==> config.mk <==
export PLATFORM = sky130hd
export DESIGN_NAME = handshake_goto_monitor
export DESIGN_NICKNAME = d
export VERILOG_FILES = /design/src/rtl/hgm_pkg.sv /design/src/rtl/hgm_busy_tally.sv /design/src/rtl/hgm_ctrl.sv /design/src/rtl/hgm_flags.sv /design/src/rtl/handshake_goto_monitor.sv
export SDC_FILE = /design/constraint.sdc
export NUM_CORES = 1
export LEC_CHECK = 0
export BUFFER_PORTS_ARGS = -buffer_cell sky130_fd_sc_hd__buf_2
export CAP_MARGIN = 10
export CORE_AREA = 2 2 39 41
export CTS_BUF_LIST = sky130_fd_sc_hd__clkbuf_16
export DETAILED_ROUTE_END_ITERATION = 8
export DIE_AREA = 0 0 41 43
export PLACE_DENSITY = 0.58
export REMOVE_ABC_BUFFERS = 1
export SLEW_MARGIN = 20
export SYNTH_ARGS = -nofsm -noshare
export SYNTH_HDL_FRONTEND = slang
export SYNTH_SLANG_ARGS = --single-unit
==> constraint.sdc <==
create_clock -name clk -period 1.2 [get_ports clk]
set_input_delay 0.12 -clock clk [delete_from_list [all_inputs] [get_ports clk]]
set_output_delay 0.12 -clock clk [all_outputs]
set_load 0.005 [all_outputs]
==> src/rtl/hgm_pkg.sv <==
package hgm_pkg;

  typedef enum logic {
    ST_IDLE  = 1'b0,
    ST_TRACK = 1'b1
  } mon_state_e;

  function automatic int cnt_bits(input int max_val);
    int w;
    w = $clog2(max_val + 1);
    return (w < 1) ? 1 : w;
  endfunction

endpackage

==> src/rtl/hgm_busy_tally.sv <==
module hgm_busy_tally #(
  parameter int MIN_CNT = 2,
  parameter int MAX_CNT = 4,
  parameter int CNT_W   = 3
) (
  input  logic             clk,
  input  logic             rst_n,
  input  logic             start_i,
  input  logic             track_i,
  input  logic             busy_i,
  input  logic             finish_i,
  output logic [CNT_W-1:0] cnt_o,
  output logic             window_o
);

  localparam logic [CNT_W-1:0] MIN_V = CNT_W'(MIN_CNT);
  localparam logic [CNT_W-1:0] MAX_V = CNT_W'(MAX_CNT);

  logic [CNT_W-1:0] cnt_q, cnt_d, cnt_inc;
  logic             win_q, win_d;
  logic             upd_en;

  assign cnt_inc = cnt_q + 1'b1;
  assign upd_en  = start_i | finish_i | track_i;

  // next-state: count busy cycles, open the done window after a qualifying busy
  always_comb begin
    cnt_d = cnt_q;
    win_d = win_q;
    if (start_i || finish_i) begin
      cnt_d = '0;
      win_d = 1'b0;
    end else if (track_i) begin
      if (busy_i) begin
        cnt_d = cnt_inc;
        win_d = (cnt_inc >= MIN_V);
      end else begin
        win_d = 1'b0;
      end
    end
  end

  always_ff @(posedge clk or negedge rst_n) begin
    if (!rst_n) begin
      cnt_q <= '0;
      win_q <= 1'b0;
    end else if (upd_en) begin
      cnt_q <= cnt_d;
      win_q <= win_d;
    end
  end

  assign cnt_o    = cnt_q;
  assign window_o = win_q;


  cnt_bound_chk: assert property (@(posedge clk) disable iff (!rst_n)
    cnt_q <= MAX_V);


  window_min_chk: assert property (@(posedge clk) disable iff (!rst_n)
    win_q |-> (cnt_q >= MIN_V));


  busy_gap_hold_chk: assert property (@(posedge clk) disable iff (!rst_n)
    (track_i && !busy_i && !start_i && !finish_i) |=> (cnt_q == $past(cnt_q)));

endmodule

==> src/rtl/hgm_ctrl.sv <==
module hgm_ctrl
  import hgm_pkg::*;
#(
  parameter int MAX_CNT = 4,
  parameter int CNT_W   = 3
) (
  input  logic             clk,
  input  logic             rst_n,
  input  logic             req_i,
  input  logic             done_i,
  input  logic [CNT_W-1:0] cnt_i,
  input  logic             window_i,
  output logic             start_o,
  output logic             hit_o,
  output logic             miss_o,
  output logic             clash_o,
  output logic             track_o
);

  localparam logic [CNT_W-1:0] MAX_V = CNT_W'(MAX_CNT);

  mon_state_e state_q, state_d;
  logic       tracking;

  assign tracking = (state_q == ST_TRACK);
  assign start_o  = (state_q == ST_IDLE) & req_i;
  assign hit_o    = tracking & window_i & done_i;
  assign miss_o   = tracking & window_i & ~done_i & (cnt_i == MAX_V);
  assign clash_o  = tracking & req_i;
  assign track_o  = tracking;

  always_comb begin
    state_d = state_q;
    unique case (state_q)
      ST_IDLE:  if (req_i) state_d = ST_TRACK;
      ST_TRACK: if (hit_o || miss_o) state_d = ST_IDLE;
      default:  state_d = ST_IDLE;
    endcase
  end

  always_ff @(posedge clk or negedge rst_n) begin
    if (!rst_n) state_q <= ST_IDLE;
    else        state_q <= state_d;
  end


  no_restart_chk: assert property (@(posedge clk) disable iff (!rst_n)
    (clash_o && !hit_o && !miss_o) |=> (state_q == ST_TRACK));


  verdict_excl_chk: assert property (@(posedge clk) disable iff (!rst_n)
    !(hit_o && miss_o));


  track_from_req_chk: assert property (@(posedge clk) disable iff (!rst_n)
    $rose(tracking) |-> $past(req_i));

endmodule

==> src/rtl/hgm_flags.sv <==
module hgm_flags (
  input  logic clk,
  input  logic rst_n,
  input  logic hit_i,
  input  logic miss_i,
  input  logic clash_i,
  output logic pass_o,
  output logic fail_o,
  output logic overlap_o
);

  logic pass_q, fail_q, ovl_q;

  always_ff @(posedge clk or negedge rst_n) begin
    if (!rst_n) begin
      pass_q <= 1'b0;
      fail_q <= 1'b0;
      ovl_q  <= 1'b0;
    end else begin
      pass_q <= hit_i;
      fail_q <= miss_i;
      ovl_q  <= clash_i;
    end
  end

  assign pass_o    = pass_q;
  assign fail_o    = fail_q;
  assign overlap_o = ovl_q;


  pass_single_chk: assert property (@(posedge clk) disable iff (!rst_n)
    pass_q |=> !pass_q);


  fail_single_chk: assert property (@(posedge clk) disable iff (!rst_n)
    fail_q |=> !fail_q);

endmodule

==> src/rtl/handshake_goto_monitor.sv <==
module handshake_goto_monitor #(
  parameter int MIN_CNT = 2,
  parameter int MAX_CNT = 4
) (
  input  logic clk,
  input  logic rst_n,
  input  logic req_i,
  input  logic busy_i,
  input  logic done_i,
  output logic pass_o,
  output logic fail_o,
  output logic active_o,
  output logic overlap_o
);

  localparam int CNT_W = hgm_pkg::cnt_bits(MAX_CNT);

  logic [CNT_W-1:0] cnt;
  logic             window, start, hit, miss, clash, track;

  hgm_ctrl #(.MAX_CNT(MAX_CNT), .CNT_W(CNT_W)) u_ctrl (
    .clk(clk), .rst_n(rst_n), .req_i(req_i), .done_i(done_i),
    .cnt_i(cnt), .window_i(window), .start_o(start), .hit_o(hit),
    .miss_o(miss), .clash_o(clash), .track_o(track)
  );

  hgm_busy_tally #(.MIN_CNT(MIN_CNT), .MAX_CNT(MAX_CNT), .CNT_W(CNT_W)) u_tally (
    .clk(clk), .rst_n(rst_n), .start_i(start), .track_i(track),
    .busy_i(busy_i), .finish_i(hit | miss), .cnt_o(cnt), .window_o(window)
  );

  hgm_flags u_flags (
    .clk(clk), .rst_n(rst_n), .hit_i(hit), .miss_i(miss), .clash_i(clash),
    .pass_o(pass_o), .fail_o(fail_o), .overlap_o(overlap_o)
  );

  assign active_o = track;


  pass_fail_excl_chk: assert property (@(posedge clk) disable iff (!rst_n)
    !(pass_o && fail_o));


  fail_at_max_chk: assert property (@(posedge clk) disable iff (!rst_n)
    fail_o |-> ($past(cnt) == CNT_W'(MAX_CNT)));


  pass_ends_track_chk: assert property (@(posedge clk) disable iff (!rst_n)
    pass_o |-> !active_o);

endmodule

==> reports/metrics.csv, run 1 <==
stage;metric;value;unit
timing;hold_violations;0;
clocking;clockBufferDepth;2;
clocking;cts.clk_slew.worst_paths;0.04;ns
synth;synth.distinct_cells;16;
clocking;clkLatencyLatePin;0.23;ns
grt;antenna_found_initial;0;
clocking;htree_levels;1;
grt;grt_pass1_vias;305;
route;drt_first_pass_iters;2;
clocking;cts_tree;built;
power;pwr-share-clk;0.332;
critical_path;path_class;reg -> reg;
power;p_sw;0.000524;W
synth;synth_top_area_share;0.513;
cells_and_area;fin_area;633;um^2
route;viasPerCell;4.46;
grt;track_usage;0.122;
critical_path;crit_fanout;3;
timing;setup_ws;-0.0124;ns
placed_design;numPortBuffers;8;
power;p_per_area;2660;nW/um^2
route;vias;312;
grt;overflow;0;
cells_and_area;drive_gt1_frac;0.481;
power;p_leak;0.298;nW
synth;synthCells;39;
power;power.share.combinational;0.387;
route;drc;0;
critical_path;worstPathRequired;1.32;ns
power;switching_share;0.312;
critical_path;critPathLaunchType;flip-flop;
outcome;failed_checks;setup timing;
floorplanning;core_area;1380;um^2
floorplanning;io_pins;9;
route;wl;819;um
power;p_int;0.00116;W
cells_and_area;antenna_cells;0;
placed_design;gp_congestion;0.689;
timing;post-route-min-period;1.21;ns
floorplanning;die_h;43;um
clocking;cts.sinks;8;
critical_path;crit_path_end_kind;flip-flop;
synth;syn_avg_cell_area;10.0;um^2
power;pwr-share-seq;0.282;
timing;slew_headroom;0.798;
synth;ys_seq_area_frac;0.513;
synth;yosysTopAreaCell;dfrtp_1;
power;p_total;0.00168;W
cells_and_area;fin_nets;64;
synth;syn_area;390;um^2
route;detail-route-antenna-nets;0;
power;ir_drop;1170;uV
outcome;status;complete, but fails checks;
route;wl_per_cell;11.7;um
floorplanning;row_count;14;
critical_path;arrival;1.33;ns
cells_and_area;fill_cells;134;
floorplanning;dieArea;1760;um^2
critical_path;reg2reg_setup_slack;-0.01;ns
timing;grt_setup_unrepaired;yes;
clocking;post-cts-setup-buffers;0;
route;first_iter_violations;2;
synth;synth_common_cells;dfrtp_1 (8), nor2_1 (5), inv_1 (4), nand2_1 (4);
timing;max_clock_freq;0.825;GHz
timing;drv_slew;0;
synth;synth_edf_count;0;
run;maxCapViolCount;0;
clocking;root_buffer;clkbuf_16;
floorplanning;die_x;41;um
floorplanning;start_util;0.282;
hold_path;min_path_type;in -> reg;
timing;period_share;1.01;
synth;synth_area_leaders;dfrtp_1 (51%), ha_1 (9.6%), nor2_1 (4.8%);
timing;holdWs;0.0767;ns
grt;grt_max_degree;10;
timing;finalClockSkew;0.000468;ns
placed_design;placed_area;475;um^2
synth;synth.ff_latch_count;8;
clocking;numCtsBuffers;3;
timing;tightestPinTransition;0.303;ns
grt;grt_pass1_wl;1.35;mm
synth;ys.flop_type;dfrtp_1;
placed_design;dpl.hpwl;579;um
cells_and_area;seq_area;201;um^2
synth;ys_warn_count;0;
cells_and_area;syn_to_final_growth;62.2;%
timing;setup_violations;1;
synth;synthArstFlopShare;1.00;
synth;yosysMostFrequentCell;dfrtp_1;
cells_and_area;multi_input_area;241;um^2
path summary, 6_finish.rpt:
| path | from | to | cells past startpoint |
|---|---|---|---|
| max in group asynchronous | rst_n | u_tally.cnt_o[1] | 2 |
| worst min-delay path | done_i | u_flags.fail_o | 2 |
| worst max register to register | u_tally.cnt_o[1] | u_tally.window_o | 4 |
| worst min register to register | u_tally.window_o | u_flags.pass_o | 1 |
| min in group asynchronous | rst_n | u_flags.fail_o | 2 |
| worst max-delay path | u_tally.cnt_o[1] | u_tally.window_o | 4 |
flip-flops by register name, indices dropped and copies added, names as in the netlist:
signal	flops
u_flags.overlap_o	1
u_flags.pass_o	1
u_flags.fail_o	1
u_tally.window_o	1
u_ctrl.track_o	1
u_tally.cnt_o	3
layout by cell type, fill, tap and decap left out:
cell type / count
dlygate4sd3_1: 1
nand2_1: 4
ha_1: 1
xor2_1: 1
a21oi_1: 2
ha_4: 2
and2_1: 1
a2111oi_2: 1
xnor2_1: 1
inv_1: 2
o22ai_2: 1
nor2_1: 4
nor2_2: 1
xor2_4: 1
inv_2: 2
dfrtp_1: 7
a21oi_2: 1
nand3_1: 2
nor3_1: 1
buf_2: 8
nor4b_4: 1
clkbuf_16: 3
and3_1: 1
dfrtp_2: 1
buf_4: 4
critical path: stages, from the launching register on:
cell	delay, ns
dfrtp_2	0.43
ha_4	0.19
xor2_4	0.15
nor4b_4	0.06
a2111oi_2	0.27
area by class of cell:
cell class,count,area share
multi-input cells,26,0.381
flip-flops and latches,8,0.318
repair buffers,13,0.126
clock buffers,3,0.119
well taps,16,0.0316
inverters,4,0.0237
kinds of logic after synthesis:
| family | share of synthesized area |
|---|---|
| AND/OR/NAND/NOR | 0.179 |
| XOR/XNOR | 0.0673 |
| adder cells (fa/ha/maj) | 0.0962 |
| AO/OA/AOI/OAI | 0.0929 |
| flip-flops | 0.513 |
| buffers and inverters | 0.0513 |
what timing repair did:
action | 4_1_cts | 5_1_grt
pin swaps | 3 | 1
setup endpoints to repair | 5 | 5
hold buffers | 1 | 0
endpoints found under the hold margin | 8 | 0
gates resized for setup | 12 | 2
per-stage QoR:
step	cells	util	TNS, ns	worst slack [ns]
4_1_cts	70	0.448	-0.0230	-0.0230
6_report	70	0.458	-0.0124	-0.0124
5_1_grt	70	0.458	-0.168	-0.0526
3_5_place_dp	66	0.344	-0.178	-0.147
2_1_floorplan	38	-	-0.0799	-0.0799
3_3_place_gp	66	0.344	-0.131	-0.131
routing by layer:
metal	track usage	routed length, um	up-vias
met4	0.0800	22	0
met5	0	0	-
met3	0.0524	61	3
li1	-	-	157
met2	0.156	356	12
met1	0.162	379	140
power groups by stage:
stage / registers, W / logic, W / clock network [W]
floorplan: 0.000439 / 0.000273 / 0
global placement: 0.000438 / 0.000461 / 0
detailed placement: 0.000448 / 0.000469 / 0
CTS: 0.000470 / 0.000644 / 0.000565
global route: 0.000495 / 0.000717 / 0.000583
finish: 0.000474 / 0.000651 / 0.000558
Note: power is estimated with default switching activity, not from simulation.
==> inputs of run 2 (changes only) <==
--- a/config.mk
+++ b/config.mk
@@ -11,7 +11,7 @@
 export CTS_BUF_LIST = sky130_fd_sc_hd__clkbuf_16
 export DETAILED_ROUTE_END_ITERATION = 8
 export DIE_AREA = 0 0 41 43
-export PLACE_DENSITY = 0.58
+export PLACE_DENSITY = 0.57
 export REMOVE_ABC_BUFFERS = 1
 export SLEW_MARGIN = 20
 export SYNTH_ARGS = -nofsm -noshare
==> constraint.sdc (replaced) <==
create_clock -name clk -period 1.44 [get_ports clk]
set_input_delay 0.144 -clock clk [delete_from_list [all_inputs] [get_ports clk]]
set_output_delay 0.144 -clock clk [all_outputs]
set_load 0.005 [all_outputs]
==> reports/metrics.csv, run 2 (synthesized netlist as in run 1, its figures left out) <==
stage;metric;value;unit;change
floorplanning;core_area;1380;um^2;unchanged
critical_path;worstPathRequired;1.53;ns;was 1.32 ns
placed_design;gp_congestion;0.685;;was 0.689
floorplanning;dieArea;1760;um^2;unchanged
cells_and_area;syn_to_final_growth;38.5;%;was 62.2%
cells_and_area;largest_reg_flops;3;;unchanged
power;pwr-share-clk;0.395;;was 0.332
timing;post-route-min-period;1.30;ns;was 1.21 ns
clocking;clkLatencyLatePin;0.23;ns;about the same
run;maxCapViolCount;0;;unchanged
cells_and_area;antenna_cells;0;;unchanged
floorplanning;io_pins;9;;unchanged
route;first_iter_violations;5;;was 2
timing;period_share;0.899;;was 1.01
timing;tightestPinTransition;0.351;ns;was 0.303 ns
placed_design;numPortBuffers;8;;unchanged
critical_path;cp_slowest_cell;dfrtp_1;;was dfrtp_2
timing;max_clock_freq;0.772;GHz;was 0.825 GHz
timing;finalClockSkew;0.000930;ns;was 0.000468 ns
clocking;root_buffer;clkbuf_16;;unchanged
floorplanning;die_x;41;um;unchanged
grt;track_usage;0.115;;was 0.122
power;power.share.combinational;0.289;;was 0.387
clocking;cts.clk_slew.worst_paths;0.04;ns;about the same
critical_path;path_class;reg -> reg;;unchanged
grt;grt_pass1_vias;302;;was 305
critical_path;max_stage_delay;0.36;ns;was 0.43 ns
route;wl;767;um;was 819 um
route;drc;0;;unchanged
timing;setup_violations;0;;was 1
timing;grt_setup_unrepaired;no;;was yes
floorplanning;die_h;43;um;unchanged
critical_path;arrival;1.39;ns;was 1.33 ns
critical_path;crit_chain;inv_1 > ha_1 > nor4b_2 > a2111oi_2;;was ha_4 > xor2_4 > nor4b_4 > a2111oi_2
clocking;post-cts-setup-buffers;0;;unchanged
route;detail-route-antenna-nets;0;;unchanged
floorplanning;start_util;0.282;;unchanged
grt;overflow;0;;unchanged
power;p_total;0.00119;W;was 0.00168 W
power;p_per_area;2210;nW/um^2;was 2660 nW/um^2
timing;slew_headroom;0.766;;was 0.798
grt;grt_pass1_wl;1.26;mm;was 1.35 mm
critical_path;crit_path_end_kind;flip-flop;;unchanged
timing;setup_tns;0;ns;was -0.0124 ns
critical_path;critPathLaunchType;flip-flop;;unchanged
timing;drv_slew;0;;unchanged
power;pwr-share-seq;0.316;;was 0.282
clocking;numCtsBuffers;3;;unchanged
route;drt_first_pass_iters;2;;unchanged
placed_design;dpl.hpwl;541;um;was 579 um
power;switching_share;0.307;;was 0.312
route;vias;309;;was 312
critical_path;critPathBufInv;1;;was 0
hold_path;min_path_type;in -> reg;;unchanged
power;ir_drop;1070;uV;was 1170 uV
floorplanning;row_count;14;;unchanged
cells_and_area;final_cells;66;;was 70
route;viasPerCell;4.68;;was 4.46
cells_and_area;drive_gt1_frac;0.280;;was 0.481
clocking;cts.sinks;8;;unchanged
power;p_int;0.000827;W;was 0.00116 W
clocking;cts_tree;built;;unchanged
critical_path;crit_fanout;3;;unchanged
critical_path;crit_family;flip-flops;;unchanged
power;p_sw;0.000367;W;was 0.000524 W
power;p_leak;0.272;nW;was 0.298 nW
grt;antenna_found_initial;0;;unchanged
cells_and_area;fin_nets;60;;was 64
cells_and_area;layout_common_cells;buf_2 (8), dfrtp_1 (8), nor2_1 (5);;was buf_2 (8), dfrtp_1 (7), nand2_1 (4), nor2_1 (4), buf_4 (4)
clocking;htree_levels;1;;unchanged
outcome;status;complete, no violations;;was complete, but fails checks
grt;grt_max_degree;13;;was 10
placed_design;dp_cells;62;;was 66
route;wl_per_cell;11.6;um;was 11.7 um
timing;hold_violations;0;;unchanged
clocking;clockBufferDepth;2;;unchanged
==> run 2: power groups by stage <==
stage          logic (W)  clock network (W)  registers, W
2_1_floorplan   0.000228                  0      0.000366
3_3_place_gp    0.000310                  0      0.000378
3_5_place_dp    0.000313                  0      0.000380
4_1_cts         0.000318           0.000481      0.000378
5_1_grt         0.000396           0.000494      0.000393
6_report        0.000345           0.000471      0.000378
==> run 2: worst register-to-register path: cells and delay by family (launching register included) <==
family	cells	cell delay [ns]
buffers and inverters	1	0.08
adder cells (fa/ha/maj)	1	0.32
AND/OR/NAND/NOR	1	0.31
flip-flops	1	0.36
AO/OA/AOI/OAI	1	0.07
==> run 2: what timing repair did <==
action | 4_1_cts | 5_1_grt
resized for setup | 0 | 2
setup endpoints to repair | 0 | 1
hold buffers | 1 | 0
endpoints found under the hold margin | 8 | 0
==> run 2: path summary, 6_finish.rpt <==
kind	startpoint	endpoint	slack, ns	cells past startpoint
worst max-delay path	u_tally.cnt_o[0]	u_tally.window_o	0.14	4
worst min-delay path	done_i	u_flags.fail_o	0.10	2
worst max register to register	u_tally.cnt_o[0]	u_tally.window_o	0.14	4
worst min register to register	u_tally.window_o	u_flags.pass_o	0.55	1
max in group asynchronous	rst_n	u_tally.cnt_o[0]	0.98	2
min in group asynchronous	rst_n	u_flags.pass_o	0.29	2
==> run 2: area by class of cell <==
type,instances,area [um^2]
Tap cell,16,20.0
Fill cell,141,843
Clock buffer,3,75.1
Sequential cell,8,200
Timing Repair Buffer,9,50.0
Multi-Input combinational cell,26,180
Inverter,4,15.0
==> run 2: routing by layer <==
| metal | up-vias | GRT usage | wire length [um] |
|---|---|---|---|
| met5 | - | 0 | 0 |
| met4 | 0 | 0.0400 | 10 |
| met3 | 3 | 0.0995 | 81 |
| met2 | 12 | 0.144 | 357 |
| met1 | 144 | 0.141 | 316 |
| li1 | 150 | - | - |
==> run 2: through the flow <==
step	utilization	hold WS (ns)	worst slack, ns	cell area [um^2]
2_1_floorplan	-	-0.152	0.160	385
3_3_place_gp	0.322	-0.00114	0.111	445
3_5_place_dp	0.322	-0.00134	0.0670	445
4_1_cts	0.383	0.0907	0.0542	531
5_1_grt	0.391	0.109	0.0447	541
6_report	0.391	0.101	0.145	541
==> inputs of run 3 (changes only) <==
--- a/config.mk
+++ b/config.mk
@@ -7,11 +7,13 @@
 export LEC_CHECK = 0
 export BUFFER_PORTS_ARGS = -buffer_cell sky130_fd_sc_hd__buf_2
 export CAP_MARGIN = 10
+export CELL_PAD_IN_SITES_DETAIL_PLACEMENT = 0
+export CELL_PAD_IN_SITES_GLOBAL_PLACEMENT = 1
 export CORE_AREA = 2 2 39 41
 export CTS_BUF_LIST = sky130_fd_sc_hd__clkbuf_16
 export DETAILED_ROUTE_END_ITERATION = 8
 export DIE_AREA = 0 0 41 43
-export PLACE_DENSITY = 0.57
+export PLACE_DENSITY = 0.68
 export REMOVE_ABC_BUFFERS = 1
 export SLEW_MARGIN = 20
 export SYNTH_ARGS = -nofsm -noshare
==> reports/metrics.csv, run 3 (synthesized netlist as in run 1, its figures left out) <==
stage;metric;value;unit;change
critical_path;crit_family;simple AND/OR/NAND/NOR gates;;was flip-flops
grt;met2_usage;0.147;;was 0.144
timing;hold_violations;0;;unchanged
cells_and_area;fill_cells;145;;was 141
critical_path;max_stage_delay;0.39;ns;was 0.36 ns
timing;period_share;0.954;;was 0.899
grt;overflow;0;;unchanged
power;p_per_area;2170;nW/um^2;was 2210 nW/um^2
placed_design;dpl.hpwl;528;um;was 541 um
clocking;cts.clk_slew.worst_paths;0.04;ns;about the same
hold_path;whs_path_depth;2;;unchanged
grt;grt_max_degree;13;;unchanged
cells_and_area;syn_to_final_growth;38.8;%;was 38.5%
power;ir_drop;871;uV;was 1070 uV
power;p_int;0.000826;W;was 0.000827 W
critical_path;r2r_start;u_tally.cnt_o[0];;unchanged
hold_path;hold_path.startpoint;done_i;;unchanged
critical_path;crit_path_end_kind;flip-flop;;unchanged
power;pwr-share-seq;0.321;;was 0.316
placed_design;gp_congestion;0.709;;was 0.685
power;p_sw;0.000351;W;was 0.000367 W
route;wl_per_cell;11.1;um;was 11.6 um
critical_path;reg2reg_setup_slack;0.07;ns;was 0.14 ns
cells_and_area;drive_gt1_frac;0.275;;was 0.280
route;first_iter_violations;2;;was 5
route;drc;0;;unchanged
timing;drv_slew;0;;unchanged
clocking;cts_tree;built;;unchanged
power;power.share.combinational;0.286;;was 0.289
cells_and_area;antenna_cells;0;;unchanged
placed_design;placed_area;445;um^2;unchanged
grt;grt.met3_usage;0.0471;;was 0.0995
floorplanning;start_util;0.282;;unchanged
critical_path;timing.rr.end;u_tally.window_o;;unchanged
run;maxCapViolCount;0;;unchanged
floorplanning;die_h;43;um;unchanged
critical_path;arrival;1.46;ns;was 1.39 ns
outcome;status;complete, no violations;;unchanged
floorplanning;die_x;41;um;unchanged
clocking;htree_levels;1;;unchanged
placed_design;dp_slack;0.0452;ns;was 0.0670 ns
critical_path;reg2regPathDepth;4;;unchanged
route;viasPerCell;4.52;;was 4.68
route;wl;741;um;was 767 um
grt;antenna_found_initial;0;;unchanged
floorplanning;dieArea;1760;um^2;unchanged
route;vias;303;;was 309
clocking;cts.sinks;8;;unchanged
critical_path;critPathBufInv;1;;unchanged
clocking;clockBufferDepth;2;;unchanged
timing;tightestPinTransition;0.352;ns;was 0.351 ns
power;pwr-share-clk;0.393;;was 0.395
grt;grt-busiest-layer;met2;;unchanged
critical_path;crit_chain;inv_1 > ha_1 > nor4b_1 > a2111oi_2;;was inv_1 > ha_1 > nor4b_2 > a2111oi_2
critical_path;cp_slowest_cell;nor4b_1;;was dfrtp_1
timing;setup_violations;0;;unchanged
timing;finalClockSkew;0.000975;ns;was 0.000930 ns
timing;post-route-min-period;1.37;ns;was 1.30 ns
grt;met1_usage;0.141;;about the same
clocking;clkLatencyLatePin;0.23;ns;about the same
clocking;root_buffer;clkbuf_16;;unchanged
clocking;numCtsBuffers;3;;unchanged
floorplanning;row_count;14;;unchanged
timing;slew_headroom;0.762;;was 0.766
timing;grt_setup_unrepaired;no;;unchanged
critical_path;critPathLaunchType;flip-flop;;unchanged
cells_and_area;fin_nets;61;;was 60
placed_design;numPortBuffers;8;;unchanged
critical_path;crit_fanout;3;;unchanged
critical_path;worstPathRequired;1.53;ns;about the same
timing;setup_ws;0.0662;ns;was 0.145 ns
power;p_leak;0.274;nW;was 0.272 nW
route;detail-route-antenna-nets;0;;unchanged
power;switching_share;0.298;;was 0.307
critical_path;path_class;reg -> reg;;unchanged
grt;grt_pass1_vias;284;;was 302
cells_and_area;fin_area;542;um^2;was 541 um^2
hold_path;min_path_type;in -> reg;;unchanged
route;drt_first_pass_iters;3;;was 2
cells_and_area;multi_input_area;174;um^2;was 180 um^2
floorplanning;io_pins;9;;unchanged
timing;setup_tns;0;ns;unchanged
cells_and_area;layout_common_cells;buf_2 (8), dfrtp_1 (8), nor2_1 (5);;unchanged
grt;grt_pass1_wl;1.25;mm;was 1.26 mm
floorplanning;core_area;1380;um^2;unchanged
grt;track_usage;0.112;;was 0.115
timing;max_clock_freq;0.728;GHz;was 0.772 GHz
timing;holdWs;0.107;ns;was 0.101 ns
cells_and_area;largest_reg_flops;3;;unchanged
hold_path;min_to;u_flags.fail_o;;unchanged
cells_and_area;seq_area;200;um^2;unchanged
-- run 3: cell types whose count changed in the layout (fill, tap and decap cells not counted), sizes merged --
cell,before,now
buf,8,9
-- run 3: final cells by class --
type	instances	area share
clock buffers	3	0.139
inverters	4	0.0277
multi-input cells	26	0.321
flip-flops and latches	8	0.370
well taps	16	0.0370
repair buffers	10	0.106
-- run 3: stage by stage --
step	util	total power, W	std cells
after detailed placement	0.322	0.000692	62
final	0.392	0.00118	67
after CTS	0.383	0.00117	66
after floorplan	-	0.000594	38
after global routing	0.392	0.00125	67
after global placement	0.322	0.000686	62
-- run 3: how the worst max path moves through the flow --
| stage | startpoint | endpoint | slack (ns) | cells past startpoint |
|---|---|---|---|---|
| 2_1_floorplan | u_tally.cnt_o[0] | u_tally.window_o | 0.16 | 4 |
| 3_3_place_gp | u_tally.cnt_o[0] | u_tally.window_o | 0.05 | 4 |
| 3_5_place_dp | u_tally.cnt_o[0] | u_tally.window_o | 0.05 | 5 |
| 4_1_cts | u_tally.cnt_o[0] | u_tally.window_o | 0.04 | 5 |
| 5_1_grt | u_tally.cnt_o[0] | u_tally.window_o | 0.02 | 4 |
| 6_report | u_tally.cnt_o[0] | u_tally.window_o | 0.07 | 4 |
-- run 3: timing repair --
action / in CTS / in global routing
hold buffers: 1 / 0
setup buffers: 0 / 1
resized for setup: 0 / 1
setup endpoints to repair: 0 / 1
endpoints found under the hold margin: 8 / 0
-- run 3: routing by layer --
layer,up-vias,routed length (um)
met5,-,0
met4,0,5
met3,2,41
met1,139,338
li1,154,-
met2,8,356
-- run 3: worst register-to-register path, cell delays in order, from the launching register on --
cell and delay [ns]:
dfrtp_1 0.37, inv_1 0.08, ha_1 0.32, nor4b_1 0.39, a2111oi_2 0.08
-- run 3: power by group through the flow --
stage,clock network (W),registers [W],logic (W)
floorplan,0,0.000366,0.000228
global placement,0,0.000376,0.000310
detailed placement,0,0.000379,0.000313
CTS,0.000474,0.000378,0.000318
global route,0.000485,0.000390,0.000378
finish,0.000462,0.000378,0.000337
